**config.mk**
```make
export PLATFORM = sky130hd
export DESIGN_NAME = spirtc_slave
export DESIGN_NICKNAME = d
export VERILOG_FILES = /design/src/rtl/spirtc_pkg.sv /design/src/rtl/spirtc_sync.sv /design/src/rtl/spirtc_shift.sv /design/src/rtl/spirtc_ctrl.sv /design/src/rtl/spirtc_slave.sv
export SDC_FILE = /design/constraint.sdc
export NUM_CORES = 1
export LEC_CHECK = 0
export BUFFER_PORTS_ARGS = -buffer_cell sky130_fd_sc_hd__buf_2
export CORE_MARGIN = 2
export CORE_UTILIZATION = 57
export CTS_CLUSTER_DIAMETER = 120
export DETAILED_ROUTE_END_ITERATION = 8
export GPL_TIMING_DRIVEN = 0
export MAX_ROUTING_LAYER = met4
export PLACE_DENSITY = 0.75
export SLEW_MARGIN = 20
export SYNTH_ARGS = -nofsm -noshare
export SYNTH_HDL_FRONTEND = slang
export SYNTH_SLANG_ARGS = --single-unit
```
**constraint.sdc**
```tcl
create_clock -name clk -period 2.21 [get_ports clk]
set_input_delay 0.3315 -clock clk [delete_from_list [all_inputs] [get_ports clk]]
set_output_delay 0.3315 -clock clk [all_outputs]
set_load 0.02 [all_outputs]
```
**src/rtl/spirtc_pkg.sv**
```systemverilog
package spirtc_pkg;
  localparam logic [7:0] OPC_READ  = 8'h13;
  localparam logic [7:0] OPC_WRITE = 8'h12;

  typedef enum logic [2:0] {
    PH_OPC,
    PH_ADR,
    PH_RD,
    PH_WR,
    PH_SKIP
  } phase_t;
endpackage

```
**src/rtl/spirtc_sync.sv**
```systemverilog
module spirtc_sync #(
  parameter int          N       = 3,
  parameter int          STAGES  = 2,
  parameter logic [N-1:0] RST_VAL = '0
) (
  input  logic         clk,
  input  logic         rst_n,
  input  logic [N-1:0] d_in,
  output logic [N-1:0] q_out
);
  for (genvar g = 0; g < N; g++) begin : g_bit
    logic [STAGES-1:0] chain;
    always_ff @(posedge clk or negedge rst_n) begin
      if (!rst_n) chain <= {STAGES{RST_VAL[g]}};
      else        chain <= {chain[STAGES-2:0], d_in[g]};
    end
    assign q_out[g] = chain[STAGES-1];
  end
endmodule

```
**src/rtl/spirtc_shift.sv**
```systemverilog
module spirtc_shift #(
  parameter int W = 8
) (
  input  logic         clk,
  input  logic         rst_n,
  input  logic         clr,
  input  logic         sck_rise,
  input  logic         sck_fall,
  input  logic         mosi_s,
  input  logic         ld_en,
  input  logic [W-1:0] ld_data,
  output logic         byte_vld,
  output logic [W-1:0] byte_data,
  output logic         tx_bit
);
  localparam int CW = (W > 1) ? $clog2(W) : 1;
  localparam logic [CW-1:0] LAST = CW'(W - 1);

  logic [CW-1:0] bitcnt;
  logic [W-1:0]  rx_sh;
  logic [W-1:0]  tx_sh;

  always_ff @(posedge clk or negedge rst_n) begin
    if (!rst_n) begin
      bitcnt    <= '0;
      rx_sh     <= '0;
      tx_sh     <= '0;
      byte_vld  <= 1'b0;
      byte_data <= '0;
    end else if (clr) begin
      bitcnt   <= '0;
      tx_sh    <= '0;
      byte_vld <= 1'b0;
    end else begin
      byte_vld <= 1'b0;
      if (sck_rise) begin
        rx_sh  <= {rx_sh[W-2:0], mosi_s};
        bitcnt <= (bitcnt == LAST) ? '0 : bitcnt + 1'b1;
        if (bitcnt == LAST) begin
          byte_vld  <= 1'b1;
          byte_data <= {rx_sh[W-2:0], mosi_s};
        end
      end
      if (sck_fall) begin
        if (bitcnt == '0 && ld_en) tx_sh <= ld_data;
        else                       tx_sh <= {tx_sh[W-2:0], 1'b0};
      end
    end
  end

  assign tx_bit = tx_sh[W-1];

  AST_CLR_DROPS_BYTE: assert property (@(posedge clk) disable iff (!rst_n)
    clr |=> !byte_vld);
  AST_VLD_NEEDS_RISE: assert property (@(posedge clk) disable iff (!rst_n)
    byte_vld |-> $past(sck_rise));
endmodule

```
**src/rtl/spirtc_ctrl.sv**
```systemverilog
module spirtc_ctrl
  import spirtc_pkg::*;
#(
  parameter int AW = 8,
  parameter int DW = 8
) (
  input  logic          clk,
  input  logic          rst_n,
  input  logic          cs_s,
  input  logic          byte_vld,
  input  logic [DW-1:0] byte_data,
  output phase_t        phase,
  output logic [AW-1:0] reg_addr,
  output logic [DW-1:0] reg_wdata,
  output logic          reg_we
);
  logic dir_rd;

  always_ff @(posedge clk or negedge rst_n) begin
    if (!rst_n) begin
      phase     <= PH_OPC;
      dir_rd    <= 1'b0;
      reg_addr  <= '0;
      reg_wdata <= '0;
      reg_we    <= 1'b0;
    end else begin
      reg_we <= 1'b0;
      if (reg_we) reg_addr <= reg_addr + 1'b1;
      if (cs_s) begin
        phase <= PH_OPC;
      end else if (byte_vld) begin
        case (phase)
          PH_OPC: begin
            if (byte_data[7:0] == OPC_READ) begin
              dir_rd <= 1'b1;
              phase  <= PH_ADR;
            end else if (byte_data[7:0] == OPC_WRITE) begin
              dir_rd <= 1'b0;
              phase  <= PH_ADR;
            end else begin
              phase <= PH_SKIP;
            end
          end
          PH_ADR: begin
            reg_addr <= AW'(byte_data);
            phase    <= dir_rd ? PH_RD : PH_WR;
          end
          PH_RD: reg_addr <= reg_addr + 1'b1;
          PH_WR: begin
            reg_we    <= 1'b1;
            reg_wdata <= byte_data;
          end
          default: ;
        endcase
      end
    end
  end

  AST_WE_AFTER_WR_BYTE: assert property (@(posedge clk) disable iff (!rst_n)
    reg_we |-> ($past(byte_vld) && $past(phase) == PH_WR));
  AST_ABORT_TO_OPC: assert property (@(posedge clk) disable iff (!rst_n)
    cs_s |=> phase == PH_OPC);
  AST_SKIP_NO_WE: assert property (@(posedge clk) disable iff (!rst_n)
    (phase == PH_SKIP) |=> !reg_we);
endmodule

```
**src/rtl/spirtc_slave.sv**
```systemverilog
module spirtc_slave
  import spirtc_pkg::*;
#(
  parameter int AW = 8,
  parameter int DW = 8
) (
  input  logic          clk,
  input  logic          rst_n,
  input  logic          spi_sck,
  input  logic          spi_mosi,
  input  logic          spi_cs_n,
  output logic          spi_miso,
  output logic [AW-1:0] reg_addr,
  output logic [DW-1:0] reg_wdata,
  output logic          reg_we,
  input  logic [DW-1:0] reg_rdata
);
  logic [2:0]    sync_q;
  logic          sck_s, mosi_s, cs_s, sck_d;
  logic          sck_rise, sck_fall;
  logic          byte_vld, tx_bit;
  logic [DW-1:0] byte_data;
  phase_t        phase;

  spirtc_sync #(.N(3), .STAGES(2), .RST_VAL(3'b100)) u_sync (
    .clk(clk), .rst_n(rst_n),
    .d_in({spi_cs_n, spi_mosi, spi_sck}),
    .q_out(sync_q)
  );
  assign sck_s  = sync_q[0];
  assign mosi_s = sync_q[1];
  assign cs_s   = sync_q[2];

  always_ff @(posedge clk or negedge rst_n) begin
    if (!rst_n) sck_d <= 1'b0;
    else        sck_d <= sck_s;
  end
  assign sck_rise = sck_s & ~sck_d & ~cs_s;
  assign sck_fall = ~sck_s & sck_d & ~cs_s;

  spirtc_shift #(.W(DW)) u_shift (
    .clk(clk), .rst_n(rst_n), .clr(cs_s),
    .sck_rise(sck_rise), .sck_fall(sck_fall), .mosi_s(mosi_s),
    .ld_en(phase == PH_RD), .ld_data(reg_rdata),
    .byte_vld(byte_vld), .byte_data(byte_data), .tx_bit(tx_bit)
  );

  spirtc_ctrl #(.AW(AW), .DW(DW)) u_ctrl (
    .clk(clk), .rst_n(rst_n), .cs_s(cs_s),
    .byte_vld(byte_vld), .byte_data(byte_data),
    .phase(phase), .reg_addr(reg_addr),
    .reg_wdata(reg_wdata), .reg_we(reg_we)
  );

  assign spi_miso = (phase == PH_RD) & tx_bit;

  AST_WE_SINGLE: assert property (@(posedge clk) disable iff (!rst_n)
    reg_we |=> !reg_we);
  AST_ADDR_STEP: assert property (@(posedge clk) disable iff (!rst_n)
    reg_we |=> reg_addr == $past(reg_addr) + 1'b1);
  AST_MISO_AFTER_FALL: assert property (@(posedge clk) disable iff (!rst_n)
    $rose(spi_miso) |-> !sck_s);
endmodule

```
# Yosys cells after proc, flatten, opt, wreduce, memory -nomap -nowiden
# Index checks and enable logic that the tools add are counted.
# W data, S select, Z words.
[op_classes]
n_addsub = 2
n_mul = 0
div = 0
order_cmp = 0
n_eq_ne = 6
shift = 0
mux = 24
n_bitwise = 8
reduce_logical = 13
[ops]
columns = ["operator", "count"]
rows = [
  ["$mux W8", 6],
  ["$mux W3", 7],
  ["$eq A8 B5 Y1 const B", 2],
  ["$pmux W8 S2", 1],
  ["$mux W1", 9],
  ["$add A8 B1 Y8 const B", 1],
  ["$reduce_bool A2 Y1", 4],
  ["$eq A3 B2 Y1 const B", 2],
  ["$logic_not A3 Y1", 2],
  ["$pmux W3 S2", 1],
  ["$reduce_and A3 Y1", 2],
  ["$and A1 B1 Y1", 5],
  ["$reduce_and A2 Y1", 2],
  ["$reduce_and A4 Y1", 1],
  ["$add A3 B1 Y3 const B", 1],
  ["$eq A3 B1 Y1 const B", 1],
  ["$eq A3 B3 Y1 const B", 1],
  ["$not A1 Y1", 3],
  ["$reduce_bool A3 Y1", 1],
  ["$logic_and A1 B1 Y1", 1],
]
[word_totals]
regBits = 55
latchBits = 0
ram_bits = 0
mem_bits_ro = 0
output_inout_bits = 18
word_cells = 67
memories = 0

# Longest topological paths before layout
# Gate-level depths: netlist of run 1.
[logic_depth]
word_depth = 6
mapped_depth = 6
depth_no_buf = 5

# Modules after synthesis
# Synthesis of run 1 repeated with hierarchy kept, for this count alone.
[hier_totals]
hier_cells = 220
hier_area_um2 = 2583.7
[modules_own_cells]
columns = ["module", "instances", "cells_each", "area_per_inst_um2"]
rows = [
  ["spirtc_shift", 1, 95, 1196.1],
  ["spirtc_ctrl", 1, 111, 1152.4],
  ["spirtc_sync", 1, 9, 175.2],
  ["spirtc_slave", 1, 5, 60.1],
]

# Worst setup path before layout of run 1
# Ideal clock, no wire load.
[synth_timing]
kind = "register to register"
startpoint = "register sck_d"
endpoint = "register u_shift.byte_data[0]"
t_arrival_ns = 1.519
slack_ns = 0.566
stages_incl_launch_ff = 7
n_path_buf = 2
synth_period_minus_slack_ns = 1.644
cell_sequence = "dfrtp_1 nand2b_1 clkbuf_2 nor2_2 and2_1 buf_4 mux2_2"
[synth_between]
elab_chain_cells = 4
[synth_rtl]
columns = ["item", "line_no", "rtl"]
rows = [
  ["start, declared", "spirtc_slave.sv:19", "logic sck_s, mosi_s, cs_s, sck_d;"],
  ["start signal, assigned", "spirtc_slave.sv:36", "else sck_d <= sck_s;"],
  ["$not A1 Y1", "spirtc_slave.sv:38", "assign sck_rise = sck_s & ~sck_d & ~cs_s;"],
  ["$and A1 B1 Y1 (2 in a row)", "spirtc_slave.sv:38", ""],
  ["$reduce_and A3 Y1 (no line)", "--", ""],
  ["end signal, assigned", "spirtc_shift.sv:41", "byte_data <= {rx_sh[W-2:0], mosi_s};"],
  ["end, declared", "spirtc_shift.sv:13", "output logic [W-1:0] byte_data,"],
]
# No other way between the ends.
# A chain may end at the register's enable or synchronous reset.

# Final worst setup path of run 1
[layout_timing]
startpoint = "register u_ctrl.phase[1]"
endpoint = "output spi_miso"
[layout_between]
elab_chain_cells = 2
[layout_rtl]
columns = ["item", "line_no", "rtl"]
rows = [
  ["start, declared", "spirtc_ctrl.sv:12", "output phase_t phase,"],
  ["start signal, assigned", "spirtc_ctrl.sv:46", "phase <= dir_rd ? PH_RD : PH_WR;"],
  ["$eq A3 B2 Y1", "spirtc_slave.sv:55", "assign spi_miso = (phase == PH_RD) & tx_bit;"],
  ["$and A1 B1 Y1", "spirtc_slave.sv:55", ""],
  ["end, declared", "spirtc_slave.sv:12", "output logic spi_miso,"],
]
# No other way between the ends.

==> results.py, run 1 <==
metrics = {
    "status": {
        "status": "finished clean",
    },
    "detailed_routing": {
        "drt_iter0_markers": 128,
        "drcViolationCount": 0,
        "antenna_left": 0,
        "vias": 1719,
        "wl_per_cell_um": 14.9,
        "post_drt_via_cell_ratio": 5.64,
        "firstDrtPassIters": 4,
        "finalWirelength_um": 4540,
    },
    "clocking": {
        "hold_buffers": 0,
        "insertion_delay_ns": 0.31,
        "cts_resized": 0,
        "cts_root_buffer": "clkbuf_8",
        "h-tree-depth": 2,
        "clk_path_buf_depth": 2,
        "cts_setup_buffers": 0,
        "cts_buffers": 5,
        "clk_pin_slew_ns": 0.10,
        "cts_num_sinks": 55,
        "cts_tree": "done",
    },
    "setup_path": {
        "endpoint_kind": "primary output",
        "max_stage_delay_ns": 0.39,
        "worst-setup-path-type": "flip-flop to primary output",
        "worst_ep_required_time_ns": 1.88,
        "cp_max_fo": 10,
        "cp_slowest_cell": "nor3b_1",
        "arrival_ns": 1.52,
        "crit_chain": "buf_6, nor3b_1, and2_1, buf_2",
        "start_kind": "flip-flop",
    },
    "yosys": {
        "syn_area_mm2": 0.00251,
        "yosysUniqueCellTypes": 45,
        "synthTopCellsByCount": "53 x dfrtp_1, 23 x mux2_2, 22 x nand2_1",
        "synth-seq-area-share_pct": 55.0,
        "yosys_register_bits": 55,
        "synthTopCellsByArea": "dfrtp_1 53%, mux2_2 10%, mux2i_1 4.0%",
        "synth.avg_cell_area_um2": 11.7,
        "synth_area_leader_cell": "dfrtp_1",
        "synthFlopType": "dfrtp_1",
        "yosysMostFrequentCell": "dfrtp_1",
        "syn-num-nets": 232,
        "netlist_instances": 215,
        "yosys_warnings": 0,
        "yosysTopAreaCellShare_pct": 52.9,
        "async_flop_share_pct": 100,
        "synth-edff-count": 0,
    },
    "power": {
        "comb_power_share_pct": 5.4,
        "switching_share_pct": 22.3,
        "cellLeakagePower_uw": 0.00139,
        "p_clk_share_pct": 35.8,
        "max-vdd-ir-drop_v": 0.000504,
        "seq_power_share_pct": 58.8,
        "p_int_uw": 1460,
        "power.density_mw_per_mm2": 663,
        "switchingPower_uw": 421,
    },
    "global_routing": {
        "antenna_found_initial": 0,
        "track_usage_pct": 21.6,
        "grt_pass1_vias": 1764,
        "gr-total-overflow": 0,
        "grt_max_degree": 56,
        "grt_pass1_wl_um": 8220,
    },
    "placed_design": {
        "gp_congestion": 0.788,
        "dp_hpwl_um": 3130,
        "port_buffers": 30,
    },
    "finish": {
        "fillers": 339,
        "antennaDiodeCount": 0,
        "area_growth_pct": 13.3,
        "layout-drive-gt1-share_pct": 30.0,
        "nets": 269,
    },
    "sta": {
        "rsz0062_at_grt": "false",
        "slew_headroom_pct": 55.6,
        "hold_slack_ns": 0.0459,
        "fin_skew_ns": 0.0111,
        "layout_min_cycle_time_ns": 1.85,
        "setup_tns_ns": 0,
        "max_freq_ghz": 0.539,
        "tightest_slew_ns": 0.666,
        "setup_viol": 0,
        "hold_violations": 0,
        "finalMaxSlewViolations": 0,
        "period_share_pct": 83.9,
    },
    "floorplanning": {
        "die-area_mm2": 0.00495,
        "coreArea_mm2": 0.00429,
        "die_w_um": 70.3,
        "die_y_um": 70.3,
        "placementRows": 24,
        "io_pins": 31,
        "initial_utilization_pct": 58.4,
    },
    "min_path": {
        "hold_path_class": "primary input to async pin",
    },
    "job": {
        "cap_violations": 0,
    },
}
-- power groups by stage --
| stage | combinational, uW | sequential [uW] | clock (uW) |
|---|---|---|---|
| floorplan | 65.7 | 1110 | 0 |
| global placement | 102 | 1120 | 0 |
| detailed placement | 105 | 1130 | 0 |
| CTS | 105 | 1110 | 686 |
| global route | 117 | 1120 | 731 |
| finish | 102 | 1110 | 675 |
-- stage by stage --
stage	utilization [%]	instance area (um^2)	cells	power (uW)	setup WS (ns)
2_1_floorplan	-	2510	215	1180	0.566
3_3_place_gp	63.4	2720	297	1220	0.404
3_5_place_dp	63.5	2730	297	1230	0.379
4_1_cts	66.2	2840	305	1900	0.288
5_1_grt	66.2	2840	305	1970	0.260
6_report	66.2	2840	305	1880	0.356
-- logic make-up after synthesis --
| kind of cell | count (synthesis) | synth area share [%] |
|---|---|---|
| AO/OA/AOI/OAI | 37 | 9.48 |
| XOR/XNOR | 4 | 1.40 |
| adder cells (fa/ha/maj) | 4 | 2.00 |
| buffers and inverters | 17 | 3.49 |
| flip-flops | 55 | 55.0 |
| multiplexers | 34 | 14.8 |
| AND/OR/NAND/NOR | 64 | 13.9 |
-- cells in the final DEF (no fill, tap or decap), types with 3 or more instances in the layout --
cell	n
dfrtp_1	53
buf_2	32
mux2_2	23
nand2_1	22
nor2_1	11
a21oi_1	10
o21ai_0	10
mux2i_1	10
inv_1	8
nand3_1	6
o31ai_1	6
clkbuf_8	5
ha_1	4
nor3b_1	3
xnor2_1	3
o211ai_1	3
nor3_1	3
nand3b_1	3
-- worst max-delay path: cells and delay by family (launching register included) --
family / cells / cell delay [ns]
buf+inv: 2 / 0.28
flops: 1 / 0.35
simple gates: 2 / 0.58
-- state kept, by name, summed over array words and instances, names as in the netlist --
register,count
u_ctrl.reg_we,1
u_ctrl.reg_wdata,8
u_shift.tx_sh,8
u_ctrl.phase,3
u_shift.byte_vld,1
sck_d,1
u_shift.byte_data,8
u_shift.bitcnt,3
u_sync.g_bit.chain,6
u_ctrl.dir_rd,1
u_ctrl.reg_addr,8
u_shift.rx_sh,7
-- layer usage --
layer | share of wire, % | GRT usage (%) | up-vias
met5 | 0 | - | -
met4 | 1.6 | 6.84 | 0
met3 | 5.1 | 5.48 | 8
met2 | 47 | 32.2 | 42
met1 | 47 | 29.4 | 830
li1 | - | - | 839
-- path summary, 6_finish.rpt --
check                                              startpoint                                 end  slack [ns]  cells after the start
max                               u_ctrl.phase[1]$_DFFE_PN0P_                            spi_miso        0.36                      4
min                                                     rst_n        u_ctrl.reg_addr[2]$_DFF_PN0_        0.05                      1
max reg2reg                                   sck_d$_DFF_PN0_    u_shift.byte_data[6]$_DFFE_PN0P_        0.36                      6
min reg2reg                u_sync.g_bit[0].chain[0]$_DFF_PN0_  u_sync.g_bit[0].chain[1]$_DFF_PN0_        0.36                      0
max in group asynchronous                               rst_n    u_shift.byte_data[6]$_DFFE_PN0P_        1.73                      1
min in group clk                                     spi_cs_n  u_sync.g_bit[2].chain[0]$_DFF_PN1_        0.11                      1
-- cell type report --
cell class,count,area (um^2),area share (%)
Inverter,8,30.0,1.06
Clock buffer,5,68.8,2.42
Multi-Input combinational cell,143,1040,36.7
Timing Repair Buffer,30,153,5.37
Buffer,9,57.6,2.03
Sequential cell,55,1380,48.5
Clock inverter,3,46.3,1.63
Tap cell,52,65.1,2.29
No activity file was read; power rests on OpenSTA's default activity.
==> inputs of run 2 (changes only) <==
- ABC_AREA: unset -> 1
- CORE_UTILIZATION: 57 -> 52
- PLACE_DENSITY: 0.75 -> 0.71
- clock period: 2.21 -> 1.51 ns (I/O delays scaled with it)
==> run 2 against run 1 <==
  * Routed wire length increased by 10%
  * Sequential share of layout area decreased by 2.6 points
  * Count of clock-buffer cells in the layout unchanged
  * Critical path type unchanged
  * Highest routed layer unchanged
==> results.py, run 2 <==
metrics = {
    "status": {
        "status": "finished clean",
    },
    "yosys": {
        "synth-seq-area-share_pct": 52.9,
        "yosysTopAreaCellShare_pct": 50.8,
        "yosysMostFrequentCell": "nand2_1",
        "synth-compound-area-share_pct": 13.8,
        "async_flop_share_pct": 100,
        "synthTopCellsByCount": "87 x nand2_1, 53 x dfrtp_1, 42 x inv_1",
        "yosys_register_bits": 55,
        "synth.avg_cell_area_um2": 8.53,
        "syn-num-nets": 323,
        "synth_xor_area_share_pct": 0.336,
        "synth-edff-count": 0,
        "synth-simple-area-share_pct": 22.9,
        "synthMuxAreaShare_pct": 0,
        "synthFlopType": "dfrtp_1",
        "synthAdderAreaFrac_pct": 1.92,
        "yosys_warnings": 0,
        "yosysUniqueCellTypes": 27,
        "synth_area_leader_cell": "dfrtp_1",
        "netlist_instances": 306,
        "synthTopCellsByArea": "dfrtp_1 51%, nand2_1 13%, o21ai_0 7.9%",
        "syn_area_mm2": 0.00261,
        "synth_top_family_by_area": "simple AND/OR/NAND/NOR gates",
    },
    "sta": {
        "slew_headroom_pct": 54.6,
        "rsz0062_at_grt": "false",
        "max_freq_ghz": 0.697,
        "setup_tns_ns": 0,
        "fin_skew_ns": 0.00979,
        "finalMaxSlewViolations": 0,
        "period_share_pct": 95.0,
        "layout_min_cycle_time_ns": 1.43,
        "setup_viol": 0,
        "tightest_slew_ns": 0.680,
        "hold_violations": 0,
    },
    "setup_path": {
        "arrival_ns": 1.21,
        "endpoint_kind": "primary output",
        "path_buf_inv": 2,
        "worst_ep_required_time_ns": 1.28,
        "cp_slowest_cell": "dfrtp_2",
        "crit_chain": "inv_4, nand3_4, nor2_2, buf_4",
        "worst-setup-path-type": "flip-flop to primary output",
        "cp_max_fo": 5,
        "start_kind": "flip-flop",
        "max_stage_delay_ns": 0.45,
        "cp_top_family": "flip-flops",
    },
    "placed_design": {
        "gp_congestion": 0.858,
        "port_buffers": 30,
        "dp_hpwl_um": 3560,
        "dp.cells": 403,
    },
    "detailed_routing": {
        "wl_met3_um": 159,
        "route.top_layer_used": "met4",
        "wl_per_cell_um": 12.0,
        "vias": 2083,
        "drcViolationCount": 0,
        "wl_met2_um": 2470,
        "wl_met1_um": 2280,
        "antenna_left": 0,
        "firstDrtPassIters": 4,
        "drt_iter0_markers": 145,
        "finalWirelength_um": 5000,
        "post_drt_via_cell_ratio": 4.98,
    },
    "finish": {
        "fin_cells": 418,
        "final_cell_mix": "86 x nand2_1, 51 x dfrtp_1, 40 x inv_1, 40 x o21ai_0, 29 x buf_2",
        "antennaDiodeCount": 0,
        "final_common_cell": "nand2_1",
        "fillers": 421,
        "area_growth_pct": 15.3,
        "nets": 367,
        "layout-drive-gt1-share_pct": 20.8,
    },
    "clocking": {
        "clk_pin_slew_ns": 0.10,
        "cts_root_buffer": "clkbuf_8",
        "cts_buffers": 5,
        "h-tree-depth": 2,
        "insertion_delay_ns": 0.31,
        "clk_path_buf_depth": 2,
        "cts_num_sinks": 55,
        "cts_tree": "done",
    },
    "floorplanning": {
        "coreArea_mm2": 0.00479,
        "die-area_mm2": 0.00560,
        "placementRows": 25,
        "die_w_um": 74.8,
        "initial_utilization_pct": 54.5,
        "die_y_um": 74.8,
        "io_pins": 31,
    },
    "global_routing": {
        "grt_pass1_vias": 1899,
        "track_usage_pct": 20.5,
        "grt_pass1_wl_um": 8410,
        "antenna_found_initial": 0,
        "grt_max_degree": 56,
        "gr-total-overflow": 0,
    },
    "job": {
        "cap_violations": 0,
    },
    "power": {
        "power.density_mw_per_mm2": 835,
        "total_power_uw": 2510,
        "cellLeakagePower_uw": 0.00150,
        "max-vdd-ir-drop_v": 0.000590,
    },
    "min_path": {
        "hold_path_class": "primary input to flip-flop",
    },
}
-- run 2: cell types whose count changed after synthesis, sizes merged, moves of 5 or more --
cell and change:
nand2 +67, o21ai +40, inv +36, mux2 -24
nand3 +13, mux2i -10, nor2 +9, a21oi -5
o22ai +5, o31ai -5
-- run 2: final cells by class --
cell class                      count  area [um^2]  area share (%)
Tap cell                           67         83.8            2.79
Timing Repair Buffer               37          218            7.24
Clock inverter                      3         18.8           0.624
Multi-Input combinational cell    202         1020            33.9
Clock buffer                        5         68.8            2.29
Buffer                              5         50.0            1.66
Sequential cell                    55         1380            45.9
Inverter                           44          168            5.57
-- run 2: stage by stage --
stage               utilization (%)  cell area, um^2  hold WS (ns)  worst slack, ns
detailed placement             59.5             2850         0.311            0.126
floorplan                         -             2610       -0.0691            0.125
finish                         62.8             3010         0.147           0.0753
CTS                            61.9             2960       0.00749          0.00905
global route                   62.8             3010         0.156           0.0110
global placement               59.4             2840         0.331            0.147
-- run 2: worst paths after layout --
| check | startpoint | end | slack (ns) | cells past startpoint |
|---|---|---|---|---|
| setup / recovery | u_ctrl.phase[0]$_DFFE_PN0P_ | spi_miso | 0.08 | 4 |
| hold / removal | reg_rdata[0] | u_shift.tx_sh[0]$_DFFE_PN0P_ | 0.15 | 3 |
| setup reg to reg | u_ctrl.reg_addr[0]$_DFF_PN0_ | u_ctrl.reg_addr[4]$_DFF_PN0_ | 0.15 | 9 |
| hold reg to reg | u_sync.g_bit[1].chain[0]$_DFF_PN0_ | u_sync.g_bit[1].chain[1]$_DFF_PN0_ | 0.36 | 0 |
| max in group asynchronous | rst_n | u_ctrl.reg_addr[0]$_DFF_PN0_ | 0.53 | 2 |
| min in group asynchronous | rst_n | u_ctrl.reg_wdata[6]$_DFFE_PN0P_ | 0.48 | 2 |
-- run 2: power by group --
group | switching, uW | internal, uW | total [uW]
combinational | 90.8 | 52.1 | 143
clock | 490 | 328 | 817
sequential | 25.5 | 1530 | 1550
-- run 2: repair_timing --
item,CTS,global route
setup buffers,1,2
hold endpoints to repair,54,2
hold buffers,2,2
gates resized for setup,4,5
endpoints found under the setup margin,1,3
-- run 2: cells by family (layout without fill, tap and decap cells) --
logic type	Yosys count	count (layout)
and+or+nand+nor	134	134
AOI/OAI and AO/OA	63	63
DFF	55	55
buffers and inverters	49	94
adders and majority gates	4	4
xor gates and xnor gates	1	1
-- run 2: worst reg2reg max path, delay by kind of cell (launching register included) --
family | cells | cell delay [ns]
buffers and inverters | 1 | 0.07
adders and majority gates | 1 | 0.22
DFF | 1 | 0.45
and+or+nand+nor | 6 | 0.44
AOI/OAI and AO/OA | 1 | 0.07
-- run 2: layer usage --
layer	track usage, %	vias up
met2	33.0	45
met4	7.14	0
met5	-	-
li1	-	1068
met1	25.6	960
met3	4.42	10
==> inputs of run 3 (changes only) <==
- CORE_UTILIZATION: 52 -> 40
- PLACE_DENSITY: 0.71 -> 0.57
==> run 3 against run 2 <==
  * Count of clock-buffer cells in the layout up 1
  * Critical path type unchanged
  * Sequential power about the same
  * Sequential share of layout area down 0.19 points
  * Critical path depth unchanged
  * Non-clock buffer count down 3
  * Clock power up 22%
  * Flip-flop and latch count unchanged
  * Final area up 0.42%
  * Critical endpoint unchanged
  * Combinational power about the same
  * Largest cell class unchanged
  * Cell count up 1.7%
  * Routed wire length up 4.5%
  * Power up 7.3%
==> results.py, run 3 (synthesized netlist as in run 2, its figures left out) <==
metrics = {
    "global_routing": {
        "gr-total-overflow": 0,
        "antenna_found_initial": 0,
        "grt_pass1_wl_um": 8770,
        "grt_max_degree": 56,
        "grt_pass1_vias": 1828,
        "track_usage_pct": 15.7,
    },
    "detailed_routing": {
        "antenna_left": 0,
        "post_drt_via_cell_ratio": 4.73,
        "vias": 2010,
        "drcViolationCount": 0,
        "wl_per_cell_um": 12.3,
        "firstDrtPassIters": 4,
        "finalWirelength_um": 5230,
        "drt_iter0_markers": 95,
    },
    "finish": {
        "seq_area_mm2": 0.00138,
        "multi_input_area_mm2": 0.00102,
        "final_common_cell": "nand2_1",
        "layout-drive-gt1-share_pct": 20.7,
        "final_cell_mix": "86 x nand2_1, 51 x dfrtp_1, 40 x inv_1, 40 x o21ai_0, 29 x buf_2",
        "antennaDiodeCount": 0,
        "nets": 364,
        "fillers": 645,
        "area_growth_pct": 15.8,
    },
    "placed_design": {
        "gp_congestion": 0.835,
        "dp_hpwl_um": 3680,
        "port_buffers": 30,
    },
    "setup_path": {
        "worst-setup-path-type": "flip-flop to primary output",
        "crit_chain": "inv_2, nand3_4, nor2_2, buf_4",
        "worst_ep_required_time_ns": 1.28,
        "max_stage_delay_ns": 0.43,
        "start_kind": "flip-flop",
        "cp_max_fo": 5,
        "arrival_ns": 1.21,
        "endpoint_kind": "primary output",
        "cp_slowest_cell": "dfrtp_2",
    },
    "job": {
        "cap_violations": 0,
    },
    "clocking": {
        "cts_num_sinks": 55,
        "cts_buffers": 5,
        "cts_root_buffer": "clkbuf_8",
        "clk_pin_slew_ns": 0.10,
        "h-tree-depth": 2,
        "clk_path_buf_depth": 2,
        "insertion_delay_ns": 0.31,
        "cts_tree": "done",
    },
    "floorplanning": {
        "initial_utilization_pct": 41.3,
        "die_w_um": 84.8,
        "placementRows": 29,
        "die_y_um": 84.8,
        "die-area_mm2": 0.00718,
        "io_pins": 31,
        "coreArea_mm2": 0.00631,
    },
    "sta": {
        "layout_min_cycle_time_ns": 1.44,
        "rsz0062_at_grt": "false",
        "fin_skew_ns": 0.0148,
        "finalMaxSlewViolations": 0,
        "setup_viol": 0,
        "period_share_pct": 95.3,
        "tightest_slew_ns": 0.700,
        "setup_tns_ns": 0,
        "slew_headroom_pct": 53.3,
        "max_freq_ghz": 0.695,
        "hold_violations": 0,
    },
    "power": {
        "p_clk_share_pct": 37.2,
        "comb_power_share_pct": 5.2,
        "p_int_uw": 2110,
        "total_power_uw": 2700,
        "max-vdd-ir-drop_v": 0.000500,
        "switchingPower_uw": 583,
        "switching_share_pct": 21.6,
        "cellLeakagePower_uw": 0.00150,
        "power.density_mw_per_mm2": 892,
        "seq_power_share_pct": 57.5,
    },
    "status": {
        "status": "finished clean",
    },
    "min_path": {
        "hold_path_class": "primary input to flip-flop",
    },
}
==> run 3: changes by cell type in the layout (fill, tap and decap cells not counted) <==
cell / delta
clkbuf_8: +1
inv_4: -1
clkinv_2: -1
buf_4: -1
inv_6: -1
bufinv_16: +1
dlygate4sd3_1: -2
inv_2: +1
==> run 3: final cells by class <==
type / count / area share [%]
multi-input cells: 202 / 33.8
clock buffers: 6 / 2.73
flip-flops and latches: 55 / 45.7
inverters: 44 / 5.47
repair buffers: 34 / 6.30
plain buffers: 5 / 1.66
well taps: 77 / 3.19
clock inverters: 2 / 1.16
==> run 3: metal layers <==
metal  vias to the layer above  share of wire, %  GRT usage [%]
met5                         -                 0              -
met4                         0               1.2           4.33
met3                         7               3.6           3.24
met2                        26                46           22.7
met1                       922                50           22.5
li1                       1055                 -              -
==> run 3: path summary, 6_finish.rpt <==
check | slack, ns | startpoint | endpoint | depth (start not counted)
hold / removal | 0.02 | spi_mosi | u_sync.g_bit[1].chain[0]$_DFF_PN0_ | 1
max in group asynchronous | 0.52 | rst_n | u_ctrl.phase[0]$_DFFE_PN0P_ | 2
setup / recovery | 0.07 | u_ctrl.phase[0]$_DFFE_PN0P_ | spi_miso | 4
setup reg to reg | 0.11 | u_sync.g_bit[2].chain[1]$_DFF_PN1_ | u_ctrl.reg_wdata[6]$_DFFE_PN0P_ | 6
hold reg to reg | 0.35 | u_sync.g_bit[0].chain[0]$_DFF_PN0_ | u_sync.g_bit[0].chain[1]$_DFF_PN0_ | 0
min in group asynchronous | 0.48 | rst_n | u_ctrl.reg_addr[5]$_DFF_PN0_ | 2
==> run 3: repair_timing <==
item	4_1_cts	5_1_grt
hold buffers	2	0
setup buffers	1	1
hold endpoints to repair	54	0
endpoints found under the setup margin	1	3
gates resized for setup	3	5
==> run 3: metrics by stage <==
| step | hold WS [ns] | std cells | utilization (%) | setup slack (ns) | area (um^2) |
|---|---|---|---|---|---|
| after detailed placement | 0.327 | 413 | 45.3 | 0.0892 | 2860 |
| after global routing | 0.00833 | 425 | 47.8 | 0.00606 | 3020 |
| after floorplan | -0.0691 | 306 | - | 0.125 | 2610 |
| final | 0.0235 | 425 | 47.8 | 0.0716 | 3020 |
| after CTS | 0.0109 | 424 | 47.6 | 0.00415 | 3000 |
| after global placement | 0.332 | 413 | 45.2 | 0.0998 | 2860 |
==> run 3: power by group through the flow <==
stage / logic (uW) / registers (uW) / clock network (uW)
floorplan: 76.3 / 1580 / 0
global route: 165 / 1560 / 1110
detailed placement: 141 / 1580 / 0
global placement: 140 / 1580 / 0
finish: 141 / 1550 / 1000
CTS: 147 / 1550 / 1050
==> run 3: worst max-delay path, delay by kind of cell (launching register included) <==
family	cells	cell delay, ns
DFF	1	0.43
buffers and inverters	2	0.24
and+or+nand+nor	2	0.23
